--- src/rtl/psa_pkg.sv ---
package psa_pkg;

    typedef enum logic [1:0] {
        PM_SOLO    = 2'b00,
        PM_OWNER   = 2'b01,
        PM_MATE    = 2'b10,
        PM_EVEN    = 2'b11
    } pair_mode_e;

endpackage

--- src/rtl/psa_slot_ring.sv ---
module psa_slot_ring #(
    parameter int NUM_SLOTS = 16,
    localparam int SLOT_W   = $clog2(NUM_SLOTS)
) (
    input  logic              clk,
    input  logic              rst_n,
    output logic [SLOT_W-1:0] slot_o,
    output logic              wrap_o
);

    typedef struct packed {
        logic [SLOT_W-1:0] slot;
    } ring_t;

    ring_t ring_d, ring_q;

    always_comb begin
        ring_d      = ring_q;
        ring_d.slot = ring_q.slot + SLOT_W'(1);
    end

    always_ff @(posedge clk) begin
        if (!rst_n) ring_q <= '0;
        else        ring_q <= ring_d;
    end

    assign slot_o = ring_q.slot;
    assign wrap_o = (ring_q.slot == SLOT_W'(NUM_SLOTS - 1));

    assert_slot_step_R1: assert property (@(posedge clk) disable iff (!rst_n)
        1'b1 |=> (slot_o == SLOT_W'($past(slot_o) + SLOT_W'(1))));

    assert_slot_wrap_R1: assert property (@(posedge clk) disable iff (!rst_n)
        wrap_o |=> (slot_o == '0));

endmodule

--- src/rtl/psa_mode_bank.sv ---
module psa_mode_bank #(
    parameter int NUM_PAIRS = 8,
    localparam int MODE_W   = 2 * NUM_PAIRS
) (
    input  logic              clk,
    input  logic              rst_n,
    input  logic              wrap_i,
    input  logic [MODE_W-1:0] mode_i,
    output logic [MODE_W-1:0] active_o
);

    typedef struct packed {
        logic [MODE_W-1:0] active;
    } bank_t;

    bank_t bank_d, bank_q;

    always_comb begin
        bank_d = bank_q;
        if (wrap_i) bank_d.active = mode_i;
    end

    always_ff @(posedge clk) begin
        if (!rst_n) bank_q <= '0;
        else        bank_q <= bank_d;
    end

    assign active_o = bank_q.active;

    assert_mode_hold_R7: assert property (@(posedge clk) disable iff (!rst_n)
        !wrap_i |=> $stable(active_o));

    assert_mode_load_R7: assert property (@(posedge clk) disable iff (!rst_n)
        wrap_i |=> (active_o == $past(mode_i)));

endmodule

--- src/rtl/psa_grant_decode.sv ---
module psa_grant_decode
    import psa_pkg::*;
#(
    parameter int NUM_CORES = 16,
    localparam int SLOT_W   = $clog2(NUM_CORES),
    localparam int MODE_W   = NUM_CORES
) (
    input  logic [SLOT_W-1:0]    slot_i,
    input  logic [NUM_CORES-1:0] req_i,
    input  logic [MODE_W-1:0]    active_i,
    output logic [NUM_CORES-1:0] grant_o
);

    logic [SLOT_W-1:0] owner;
    logic [SLOT_W-1:0] mate;
    logic [SLOT_W-1:0] even_core;
    pair_mode_e        mode;

    always_comb begin
        owner     = slot_i;
        mate      = slot_i ^ SLOT_W'(1);
        even_core = {slot_i[SLOT_W-1:1], 1'b0};
        mode      = pair_mode_e'(active_i[{slot_i[SLOT_W-1:1], 1'b0} +: 2]);
        grant_o   = '0;
        case (mode)
            PM_SOLO: begin
                if (req_i[owner]) grant_o[owner] = 1'b1;
            end
            PM_OWNER: begin
                if (req_i[owner])     grant_o[owner] = 1'b1;
                else if (req_i[mate]) grant_o[mate]  = 1'b1;
            end
            PM_MATE: begin
                if (req_i[mate])       grant_o[mate]  = 1'b1;
                else if (req_i[owner]) grant_o[owner] = 1'b1;
            end
            default: begin
                if (req_i[even_core]) grant_o[even_core] = 1'b1;
            end
        endcase
    end

endmodule

--- src/rtl/paired_slot_arbiter.sv ---
module paired_slot_arbiter
    import psa_pkg::*;
#(
    parameter int NUM_CORES = 16,
    localparam int SLOT_W   = $clog2(NUM_CORES),
    localparam int NUM_PAIRS = NUM_CORES / 2,
    localparam int MODE_W   = 2 * NUM_PAIRS
) (
    input  logic                 clk,
    input  logic                 rst_n,
    input  logic [NUM_CORES-1:0] req_i,
    input  logic [MODE_W-1:0]    pair_mode_i,
    output logic [NUM_CORES-1:0] grant_o
);

    logic [SLOT_W-1:0] slot;
    logic              wrap;
    logic [MODE_W-1:0] active;

    psa_slot_ring #(.NUM_SLOTS(NUM_CORES)) u_ring (
        .clk    (clk),
        .rst_n  (rst_n),
        .slot_o (slot),
        .wrap_o (wrap)
    );

    psa_mode_bank #(.NUM_PAIRS(NUM_PAIRS)) u_bank (
        .clk      (clk),
        .rst_n    (rst_n),
        .wrap_i   (wrap),
        .mode_i   (pair_mode_i),
        .active_o (active)
    );

    psa_grant_decode #(.NUM_CORES(NUM_CORES)) u_decode (
        .slot_i   (slot),
        .req_i    (req_i),
        .active_i (active),
        .grant_o  (grant_o)
    );

    logic [NUM_CORES-1:0] pair_mask;
    assign pair_mask = NUM_CORES'(2'b11) << {slot[SLOT_W-1:1], 1'b0};

    assert_one_grant_R2: assert property (@(posedge clk) disable iff (!rst_n)
        $onehot0(grant_o));

    assert_grant_needs_req_R2: assert property (@(posedge clk) disable iff (!rst_n)
        (grant_o & ~req_i) == '0);

    assert_grant_in_pair_R8: assert property (@(posedge clk) disable iff (!rst_n)
        (grant_o & ~pair_mask) == '0);

    for (genvar p = 0; p < NUM_PAIRS; p++) begin : g_pair_chk
        assert_odd_starved_R6: assert property (@(posedge clk) disable iff (!rst_n)
            (active[2*p +: 2] == 2'b11) |-> !grant_o[2*p + 1]);

        assert_solo_no_mate_R3: assert property (@(posedge clk) disable iff (!rst_n)
            ((active[2*p +: 2] == 2'b00) && (slot[SLOT_W-1:1] == (SLOT_W-1)'(p)))
                |-> !grant_o[{slot[SLOT_W-1:1], ~slot[0]}]);
    end

endmodule

--- config.mk ---
export PLATFORM = sky130hd
export DESIGN_NAME = paired_slot_arbiter
export DESIGN_NICKNAME = d
export VERILOG_FILES = /design/src/rtl/psa_pkg.sv /design/src/rtl/psa_slot_ring.sv /design/src/rtl/psa_mode_bank.sv /design/src/rtl/psa_grant_decode.sv /design/src/rtl/paired_slot_arbiter.sv
export SDC_FILE = /design/constraint.sdc
export NUM_CORES = 1
export LEC_CHECK = 0
export ABC_AREA = 1
export BUFFER_PORTS_ARGS = -buffer_cell sky130_fd_sc_hd__buf_2
export CAP_MARGIN = 0
export CORE_MARGIN = 5
export CORE_UTILIZATION = 35
export DETAILED_ROUTE_END_ITERATION = 12
export GPL_TIMING_DRIVEN = 0
export SLEW_MARGIN = 40
export SYNTH_ARGS = -nofsm -noshare
export SYNTH_HDL_FRONTEND = slang
export SYNTH_SLANG_ARGS = --single-unit
--- constraint.sdc ---
create_clock -name clk -period 4.42 [get_ports clk]
set_input_delay 0.221 -clock clk [delete_from_list [all_inputs] [get_ports clk]]
set_output_delay 0.221 -clock clk [all_outputs]
set_load 0.03 [all_outputs]
==> reports/results.txt <==
Total Routed Length -> 7430 um
Final Hold Fails -> 0
slew margin rel. -> 0.668
final setup margin -> 1910 ps
min Tclk post-route -> 2510 ps
LEAKAGE -> 1.49 nW
drt pass-1 iters -> 5
Reg clk slew, reported paths -> 70 ps
gr ovfl total -> 0
reg2reg setup slack -> 2640 ps
I/O pin total -> 50
mapped cell area -> 0.00238 mm2
Top cell by count, worst path -> nand2_1
syn avg cell area -> 5.46 um2
type of the worst min-delay path -> in -> reg
Starting DRT DRC Count -> 140
routed vias/inst -> 4.98
Hold Path Cell Cnt -> 3
CP arrival -> 2290 ps
final setup vio count -> 0
Die Width -> 92.5 um
antenna cell count -> 0
Routed WL per cell -> 13.1 um
Synthesis Warnings -> 0
crit path cell chain -> buf_4 > nand2_1 > o21ai_0 > nand2_1 > nand2_1 > nand2_1 > nand2_2 > nand2_1 > inv_1 > nand3_1 > nand2_1 > nor2_1 > nand2_1 > buf_2
clock root buffer -> clkbuf_8
clk_lat worst skew -> 260 ps
routed via count -> 2834
CP Max Fanout -> 10
Synth Net Count -> 474
Inst Count DP -> 565
first-pass GRT wire length -> 12000 um
Synth top cells by count -> nand2_1 (155), nand3_1 (61), nor2_1 (53)
CTS Hold Bufs -> 0
synth unique cells -> 25
setup TNS -> 0 ps
unrepaired setup endpoints after global routing -> false
Clock Sinks -> 20
number of synthesized flops with an enable pin -> 0
proportion of layout cells with a drive suffix above 1 -> 0.207
max cap viols -> 0
DIE HEIGHT -> 92.5 um
status -> complete, no violations
fin util -> 0.414
top cell type's share of synthesized area -> 0.244
vias in the first global route -> 2513
top-count cell post-synth -> nand2_1
ys async rst share -> 0
Worst Skew -> 0.849 ps
clk buf depth -> 2
CP Launch Type -> register
CP Capture Type -> output pin
slowest CP cell -> dfxtp_1
Crit path max-delay family -> simple AND/OR/NAND/NOR gates
Remaining DRCs -> 0
PostCTS Resize Cnt -> 0
VDD IR max -> 0.192 mV
data required time at the worst endpoint -> 4200 ps
P&R area growth vs syn -> 16.8%
Port-buffer cells -> 49
DRT antenna net count -> 0
CP Class -> reg -> out
ys flop type -> dfxtp_1
CORE AREA -> 0.00672 mm2
CTS tree -> built
Final Slew Violations -> 0
register bit count reported by yosys -> 20
Gate Count Post-Synth -> 436
dpl ws -> 2210 ps
Critical path buffers and inverters -> 3
Inserted Clock Buffers -> 3
pin count of the biggest net entering global routing -> 12
Hold Slack -> 179 ps
FMAX -> 399 MHz
Cell Area, Placed -> 0.00273 mm2
row cnt -> 30
H-tree levels -> 1
routability cong. -> 0.948
postcts setup bufs -> 0
post-DP HPWL -> 5590 um
Final Cycle Share -> 0.568
initial core utilization -> 0.355
post-synthesis sequential area ratio -> 0.168
CP peak stage delay -> 430 ps
design area -> 0.00278 mm2
Slew @ Worst Pin -> 497 ps
largest area contributor in the netlist -> nand2_1
final net count -> 528
total power -> 565 uW
fill count -> 758
fin cells -> 569
largest cells by area after synthesis -> nand2_1 (24%), dfxtp_1 (17%), nand3_1 (13%)
CP Depth -> 14
GRT Overall Usage -> 0.171
PwrDens -> 203 mW/mm2
initial antenna violation count -> 0
die area -> 0.00856 mm2
R2R cell count -> 7
-- routing by layer --
layer / wire length (um) / vias up / share of wire / global-route usage
li1: - / 1482 / - / -
met5: 0 / - / 0 / 0
met4: 106 / 0 / 0.014 / 0.0334
met3: 443 / 14 / 0.060 / 0.0195
met1: 3390 / 1241 / 0.46 / 0.227
met2: 3490 / 97 / 0.47 / 0.296
-- final timing paths --
check,start,to
setup / recovery,u_ring.slot_o[1],grant_o[12]
hold / removal,pair_mode_i[7],u_bank.active_o[7]
setup reg to reg,u_ring.slot_o[1],u_bank.active_o[13]
hold reg to reg,u_bank.active_o[1],u_bank.active_o[1]
-- layout make-up --
| cell class | count | area [um2] | area share |
|---|---|---|---|
| plain buffers | 22 | 189 | 0.0679 |
| inverters | 47 | 181 | 0.0652 |
| well taps | 80 | 100 | 0.0360 |
| multi-input cells | 347 | 1610 | 0.579 |
| flip-flops and latches | 20 | 400 | 0.144 |
| repair buffers | 49 | 245 | 0.0881 |
| clock buffers | 4 | 55.1 | 0.0198 |
-- worst reg2reg max path, cell delays in order, from the launching register on --
cell and delay (ps):
dfxtp_1 430, ha_1 210, inv_1 90, nor2_1 280
inv_1 170, clkbuf_1 220, o21ai_0 200, a21oi_1 50
-- flip-flops by register name, summed over array words and instances, names as in the netlist --
signal           cells
u_bank.active_o     16
u_ring.slot_o        4
-- logic make-up (layout without fill, tap and decap cells) --
| group | count (synthesis) | in the layout | share of synthesized area |
|---|---|---|---|
| flip-flops | 20 | 20 | 0.168 |
| buffers and inverters | 69 | 122 | 0.155 |
| AND/OR/NAND/NOR | 296 | 296 | 0.555 |
| adder cells (fa/ha/maj) | 4 | 4 | 0.0210 |
| AO/OA/AOI/OAI | 47 | 47 | 0.100 |
-- where the power goes --
part           switching [mW]  internal [mW]
logic                   0.157         0.0826
clock network          0.0609         0.0793
registers             0.00256          0.182
total                   0.220          0.344
-- cell usage in the layout, fill, tap and decap left out, types with 3 or more instances in the layout --
master and count:
a21oi_1 11, buf_2 50, buf_4 6, buf_6 11
clkbuf_1 3, clkbuf_8 4, dfxtp_1 20, ha_1 4
inv_1 39, inv_2 5, nand2_1 155, nand2_2 5
nand2_4 4, nand3_1 61, nand3_2 6, nand4_1 4
nor2_1 53, nor2_4 5, o21ai_0 32, o21ai_1 3
No activity file was read; power rests on OpenSTA's default activity.
